**config.mk**
```make
export PLATFORM = sky130hd
export DESIGN_NAME = irq_expander
export DESIGN_NICKNAME = d
export VERILOG_FILES = /design/src/rtl/irqx_pkg.sv /design/src/rtl/irqx_sync.sv /design/src/rtl/irqx_status.sv /design/src/rtl/irqx_regs.sv /design/src/rtl/irq_expander.sv
export SDC_FILE = /design/constraint.sdc
export NUM_CORES = 1
export LEC_CHECK = 0
export BUFFER_PORTS_ARGS = -buffer_cell sky130_fd_sc_hd__buf_2
export CORE_MARGIN = 1.5
export CORE_UTILIZATION = 51
export CTS_CLUSTER_SIZE = 8
export DETAILED_ROUTE_END_ITERATION = 7
export PLACE_DENSITY = 0.76
export SLEW_MARGIN = 5
export SYNTH_ARGS = -nofsm -noshare
export SYNTH_HDL_FRONTEND = slang
export SYNTH_SLANG_ARGS = --single-unit
```
**constraint.sdc**
```tcl
create_clock -name clk -period 1.3 [get_ports clk]
set_input_delay 0.13 -clock clk [delete_from_list [all_inputs] [get_ports clk]]
set_output_delay 0.13 -clock clk [all_outputs]
set_load 0.05 [all_outputs]
```
**src/rtl/irqx_pkg.sv**
```systemverilog
package irqx_pkg;

    localparam int unsigned ADDR_W = 8;
    localparam int unsigned DATA_W = 16;

    localparam logic [ADDR_W-1:0] OFF_LED  = 8'h00;
    localparam logic [ADDR_W-1:0] OFF_BTN  = 8'h08;
    localparam logic [ADDR_W-1:0] OFF_STAT = 8'h10;
    localparam logic [ADDR_W-1:0] OFF_CLR  = 8'h20;
    localparam logic [ADDR_W-1:0] OFF_MASK = 8'h38;
    localparam logic [ADDR_W-1:0] OFF_ID1  = 8'h40;
    localparam logic [ADDR_W-1:0] OFF_ID2  = 8'h48;
    localparam logic [ADDR_W-1:0] OFF_VER  = 8'h50;
    localparam logic [ADDR_W-1:0] OFF_ID3  = 8'h58;
    localparam logic [ADDR_W-1:0] OFF_MRST = 8'h60;
    localparam logic [ADDR_W-1:0] OFF_BRD  = 8'h68;

    localparam logic [DATA_W-1:0] ID_WORD1 = 16'hAAAA;
    localparam logic [DATA_W-1:0] ID_WORD2 = 16'h5555;
    localparam logic [DATA_W-1:0] ID_WORD3 = 16'hCAFE;

    typedef enum logic [3:0] {
        SEL_NONE, SEL_LED, SEL_BTN, SEL_STAT, SEL_CLR, SEL_MASK,
        SEL_ID1, SEL_ID2, SEL_VER, SEL_ID3, SEL_MRST, SEL_BRD
    } regsel_e;

    function automatic regsel_e decode_off(input logic [ADDR_W-1:0] a);
        regsel_e s;
        unique case (a)
            OFF_LED:  s = SEL_LED;
            OFF_BTN:  s = SEL_BTN;
            OFF_STAT: s = SEL_STAT;
            OFF_CLR:  s = SEL_CLR;
            OFF_MASK: s = SEL_MASK;
            OFF_ID1:  s = SEL_ID1;
            OFF_ID2:  s = SEL_ID2;
            OFF_VER:  s = SEL_VER;
            OFF_ID3:  s = SEL_ID3;
            OFF_MRST: s = SEL_MRST;
            OFF_BRD:  s = SEL_BRD;
            default:  s = SEL_NONE;
        endcase
        return s;
    endfunction

endpackage

```
**src/rtl/irqx_sync.sv**
```systemverilog
module irqx_sync #(
    parameter int unsigned W = 16
) (
    input  logic         clk,
    input  logic         rst_n,
    input  logic [W-1:0] d_i,
    output logic [W-1:0] q_o
);
    logic [W-1:0] stage1_q;
    logic [W-1:0] stage2_q;

    always_ff @(posedge clk or negedge rst_n) begin
        if (!rst_n) begin
            stage1_q <= '0;
            stage2_q <= '0;
        end else begin
            stage1_q <= d_i;
            stage2_q <= stage1_q;
        end
    end

    assign q_o = stage2_q;
endmodule

```
**src/rtl/irqx_status.sv**
```systemverilog
module irqx_status #(
    parameter int unsigned NUM_SRC = 16
) (
    input  logic               clk,
    input  logic               rst_n,
    input  logic [NUM_SRC-1:0] lvl_i,
    input  logic [NUM_SRC-1:0] clr_i,
    output logic [NUM_SRC-1:0] status_o
);
    logic [NUM_SRC-1:0] lvl_prev_q;
    logic [NUM_SRC-1:0] status_q;

    always_ff @(posedge clk or negedge rst_n) begin
        if (!rst_n) begin
            lvl_prev_q <= '0;
        end else begin
            lvl_prev_q <= lvl_i;
        end
    end

    for (genvar i = 0; i < NUM_SRC; i++) begin : g_bit
        logic rise;
        assign rise = lvl_i[i] & ~lvl_prev_q[i];
        always_ff @(posedge clk or negedge rst_n) begin
            if (!rst_n) begin
                status_q[i] <= 1'b0;
            end else if (clr_i[i]) begin
                status_q[i] <= 1'b0;
            end else if (rise) begin
                status_q[i] <= 1'b1;
            end
        end
    end

    assign status_o = status_q;
endmodule

```
**src/rtl/irqx_regs.sv**
```systemverilog
module irqx_regs
    import irqx_pkg::*;
#(
    parameter int unsigned   NUM_SRC  = 16,
    parameter int unsigned   BTN_W    = 2,
    parameter logic [15:0]   CODE_VER = 16'h0010,
    parameter logic [15:0]   BOARD_ID = 16'h0301
) (
    input  logic               clk,
    input  logic               rst_n,
    input  logic [ADDR_W-1:0]  addr_i,
    input  logic               rd_i,
    input  logic               wr_i,
    input  logic [DATA_W-1:0]  wdata_i,
    input  logic [NUM_SRC-1:0] status_i,
    input  logic [BTN_W-1:0]   btn_i,
    output logic [DATA_W-1:0]  rdata_o,
    output logic [DATA_W-1:0]  led_o,
    output logic [DATA_W-1:0]  mrst_o,
    output logic [DATA_W-1:0]  clr_o,
    output logic [DATA_W-1:0]  mask_o
);
    regsel_e            sel;
    logic [DATA_W-1:0]  rd_mux;
    logic [DATA_W-1:0]  led_q, mrst_q, clr_q, mask_q, rdata_q;

    assign sel = decode_off(addr_i);

    always_ff @(posedge clk or negedge rst_n) begin
        if (!rst_n) begin
            led_q  <= '0;
            mrst_q <= '0;
            clr_q  <= '0;
            mask_q <= '1;
        end else if (wr_i) begin
            unique case (sel)
                SEL_LED:  led_q  <= wdata_i;
                SEL_MRST: mrst_q <= wdata_i;
                SEL_CLR:  clr_q  <= wdata_i;
                SEL_MASK: mask_q <= wdata_i;
                default:  ;
            endcase
        end
    end

    always_comb begin
        unique case (sel)
            SEL_LED:  rd_mux = led_q;
            SEL_BTN:  rd_mux = DATA_W'(btn_i);
            SEL_STAT: rd_mux = DATA_W'(status_i);
            SEL_CLR:  rd_mux = clr_q;
            SEL_MASK: rd_mux = mask_q;
            SEL_ID1:  rd_mux = ID_WORD1;
            SEL_ID2:  rd_mux = ID_WORD2;
            SEL_VER:  rd_mux = CODE_VER;
            SEL_ID3:  rd_mux = ID_WORD3;
            SEL_MRST: rd_mux = mrst_q;
            SEL_BRD:  rd_mux = BOARD_ID;
            default:  rd_mux = '0;
        endcase
    end

    always_ff @(posedge clk or negedge rst_n) begin
        if (!rst_n) begin
            rdata_q <= '0;
        end else if (rd_i) begin
            rdata_q <= rd_mux;
        end
    end

    assign rdata_o = rdata_q;
    assign led_o   = led_q;
    assign mrst_o  = mrst_q;
    assign clr_o   = clr_q;
    assign mask_o  = mask_q;
endmodule

```
**src/rtl/irq_expander.sv**
```systemverilog
module irq_expander
    import irqx_pkg::*;
#(
    parameter int unsigned NUM_SRC  = 16,
    parameter int unsigned BTN_W    = 2,
    parameter logic [15:0] CODE_VER = 16'h0010,
    parameter logic [15:0] BOARD_ID = 16'h0301
) (
    input  logic               clk,
    input  logic               rst_n,
    input  logic [NUM_SRC-1:0] src_i,
    input  logic [BTN_W-1:0]   btn_i,
    input  logic [7:0]         bus_addr,
    input  logic               bus_rd,
    input  logic               bus_wr,
    input  logic [15:0]        bus_wdata,
    output logic [15:0]        bus_rdata,
    output logic [15:0]        led_o,
    output logic [15:0]        mod_rst_o,
    output logic               irq_n_o
);
    logic [NUM_SRC-1:0] src_sync;
    logic [BTN_W-1:0]   btn_sync;
    logic [NUM_SRC-1:0] status_w;
    logic [15:0]        clr_w;
    logic [15:0]        mask_w;
    logic               irq_n_q;

    irqx_sync #(.W(NUM_SRC)) i_src_sync (
        .clk(clk), .rst_n(rst_n), .d_i(src_i), .q_o(src_sync)
    );

    irqx_sync #(.W(BTN_W)) i_btn_sync (
        .clk(clk), .rst_n(rst_n), .d_i(btn_i), .q_o(btn_sync)
    );

    irqx_status #(.NUM_SRC(NUM_SRC)) i_status (
        .clk(clk), .rst_n(rst_n), .lvl_i(src_sync),
        .clr_i(clr_w[NUM_SRC-1:0]), .status_o(status_w)
    );

    irqx_regs #(
        .NUM_SRC(NUM_SRC), .BTN_W(BTN_W),
        .CODE_VER(CODE_VER), .BOARD_ID(BOARD_ID)
    ) i_regs (
        .clk(clk), .rst_n(rst_n), .addr_i(bus_addr), .rd_i(bus_rd),
        .wr_i(bus_wr), .wdata_i(bus_wdata), .status_i(status_w),
        .btn_i(btn_sync), .rdata_o(bus_rdata), .led_o(led_o),
        .mrst_o(mod_rst_o), .clr_o(clr_w), .mask_o(mask_w)
    );

    always_ff @(posedge clk or negedge rst_n) begin
        if (!rst_n) begin
            irq_n_q <= 1'b1;
        end else begin
            irq_n_q <= ~|(status_w & ~mask_w[NUM_SRC-1:0]);
        end
    end

    assign irq_n_o = irq_n_q;
endmodule

```
==> impl_metrics.toml <==
[route]
detail_route.first_pass.iterations = 5
wl_per_cell_um = 24.2
ant_nets = 0
vias_per_cell = 6.07
drt_iter0_drc = 504
num_vias = 5053
totalWireLength_um = 20200
drcViolationCount = 0

[yosys]
synth_top_family_by_area = "multiplexers"
ys_ff_latch = 149
yosys_warnings = 0
yosys-mux-area-fraction_pct = 15.4
ys_seq_area_share_pct = 59.6
synth_area_sq_mm = 0.00630
async_flop_share_pct = 100
synth-compound-area-share_pct = 13.3
synth.avg_cell_area_sq_um = 14.0
synth-edff-count = 0
syn_nets = 500
yosys.area_share.adder_pct = 0.596
synthCells = 451
synth.largest_area_cell = "dfrtp_1"
synth_top_area_share_pct = 52.5
synth_cell_type_count = 66
synthSimpleGateAreaFrac_pct = 6.60
synth_area_leaders = "dfrtp_1 52%, mux2_4 7.2%, dfstp_2 7.1%, mux2_2 6.4%, a21oi_1 2.0%"
ys.flop_type = "dfrtp_1"
yosys.area_share.xor_xnor_pct = 0.556

[placement]
hpwl_um = 11300
routabilityCongestion = 0.876
post-place-ws_ns = -1.09
numPortBuffers = 94
dp.cells = 752
dpl_cell_area_sq_mm = 0.00760

[timing]
rsz0062_at_grt = "true"
clock.fmax_mhz = 509
fin_crit_sh_pct = 151
slew_headroom_pct = 65.9
setup_viol = 82
fin_ws_ns = -0.666
fin_hold_ws_ns = 0.00772
drv_slew = 0
period_needed_ns = 1.97
skew_ns = 0.00737
final-hold-violation-count = 0
worstMarginPinSlew_ns = 0.506

[cells_and_area]
design_area_sq_mm = 0.00914
antenna_cells = 0
final_cells = 832
mostFrequentLayoutCell = "dfrtp_1"
syn_to_final_growth_pct = 45.1
layout-drive-gt1-share_pct = 53.7
mostFrequentLayoutCells = "132 x dfrtp_1, 86 x buf_2, 67 x buf_4, 40 x mux2_4, 30 x dlygate4sd3_1"
fin_nets = 721

[worst_setup_path]
ff2ff_path_depth = 3
ff2ff_setup_slack_ns = -0.17
worst_ep_arrival_time_ns = 2.26
worstSetupStartpoint = "bus_addr[2]"
r2r_end = "irq_n_o"
cp_data_required_time_ns = 1.59
r2r-start = "i_regs.mask_o[7]"
cp-start-kind = "input port"
endpoint = "i_regs.rdata_o[5]"
crit_fanout = 6
cp-end-kind = "register"
critical_path_class = "input port to register"

[floorplan]
die_w_um = 114
dieArea_sq_mm = 0.0130
start_util_pct = 52.4
rows = 40
pin_count = 95
core-area_sq_mm = 0.0120
die_h_um = 114

[global_routing]
gr-usage-all-layers_pct = 30.9
grt_max_degree = 33
grt_pass1_vias = 5345
grt_pass1_wl_um = 29700
antenna_found_initial = 0
grt_overflow = 0

[cts]
clockBufferDepth = 2
clk_latency_ns = 0.43
cts_tree = "yes"
clk_pin_slew_ns = 0.06
numClockSinks = 149
root_buffer = "clkbuf_16"
cts-htree-levels = 4
numCtsBuffers = 17

[pwr]
max-vdd-ir-drop_mv = 1.20
power_mw = 11.7
p_leak_nw = 4.41
power_density_mw_per_mm2 = 1280

[worst_hold_path]
min_path_cells = 2
hold_path_class = "input port to register"

[status]
failed_checks = "setup timing"
outcome = "finished with violations"

[run]
drv_cap = 0
cell usage after synthesis, types with 8 or more instances:
master,n
inv_1,27
nand2_1,13
nand2b_1,14
dfstp_2,17
dfrtp_1,132
a221oi_1,8
mux2_2,36
mux2_4,30
a21oi_1,25
o21ai_0,9
mux2i_1,10
nor2_1,10
critical path, cell delays in order:
cell       delay [ns]
buf_8            0.10
nor4_4           0.30
nand3_2          0.14
ha_2             0.23
and3b_1          0.19
nor4_4           0.35
a211oi_4         0.07
buf_12           0.15
a221o_1          0.28
a221oi_2         0.19
o2bb2ai_1        0.11
logic make-up (layout without fill, tap and decap cells):
group                      Yosys count  count (layout)
adders and majority gates            3               3
buffers and inverters               47             280
AOI/OAI and AO/OA                  105             105
and+or+nand+nor                     66              67
DFF                                149             149
xor gates and xnor gates             4               4
muxes                               77              77
metrics by stage:
stage / utilization (%) / setup TNS (ns)
2_1_floorplan: - / -52.39
3_3_place_gp: 63.3 / -67.62
3_5_place_dp: 63.3 / -72.95
4_1_cts: 74.7 / -39.67
5_1_grt: 76.1 / -47.01
6_report: 76.1 / -43.09
power breakdown:
| part | total [mW] | internal, mW | switching, mW | leakage (nW) |
|---|---|---|---|---|
| clock network | 4.94 | 3.02 | 1.92 | 0.278 |
| registers | 5.23 | 4.98 | 0.252 | 1.84 |
| logic | 1.54 | 0.716 | 0.823 | 2.29 |
layout make-up:
class                   instances  area, sq um
clock buffers                  24          492
clock inverters                 8          100
fillers                       661         2880
inverters                      27          104
multi-input cells             256         2690
flip-flops and latches        149         3750
well taps                     147          184
repair buffers                221         1820
registers in the layout, indices dropped and copies added (netlist names):
| name | cells |
|---|---|
| i_regs.rdata_o | 16 |
| i_regs.led_o | 16 |
| i_src_sync.stage1_q | 16 |
| i_status.lvl_prev_q | 16 |
| i_status.status_o | 16 |
| irq_n_o | 1 |
| i_regs.mask_o | 16 |
| i_btn_sync.q_o | 2 |
| i_btn_sync.stage1_q | 2 |
| i_regs.mrst_o | 16 |
| i_regs.clr_o | 16 |
| i_src_sync.q_o | 16 |
worst min path at each step:
stage                             endpoint           from  slack, ns
floorplan                i_btn_sync.q_o[0]          rst_n      -0.17
global placement    i_src_sync.stage1_q[6]          rst_n       0.04
detailed placement         i_regs.clr_o[6]          rst_n       0.04
CTS                       i_regs.clr_o[10]  bus_wdata[10]     0.0005
global route               i_regs.clr_o[4]   bus_wdata[4]       0.01
finish                    i_regs.led_o[10]  bus_wdata[10]      0.008
per-layer routing:
metal	part of all wire, %	routed length (um)	vias to the layer above	global-route usage, %
li1	-	-	2092	-
met1	39	7780	2591	38.2
met2	49	9880	286	49.4
met3	8.3	1680	84	8.95
met4	4.1	830	0	16.3
met5	0	0	-	0
repair_timing:
item | CTS | global route
pin swaps | 23 | 24
gates cloned | 4 | 2
hold buffers | 30 | 0
setup endpoints to repair | 82 | 82
hold endpoints to repair | 186 | 0
buffers inserted | 17 | 4
gates resized for setup | 70 | 35
(Power assumes the default switching activity.)
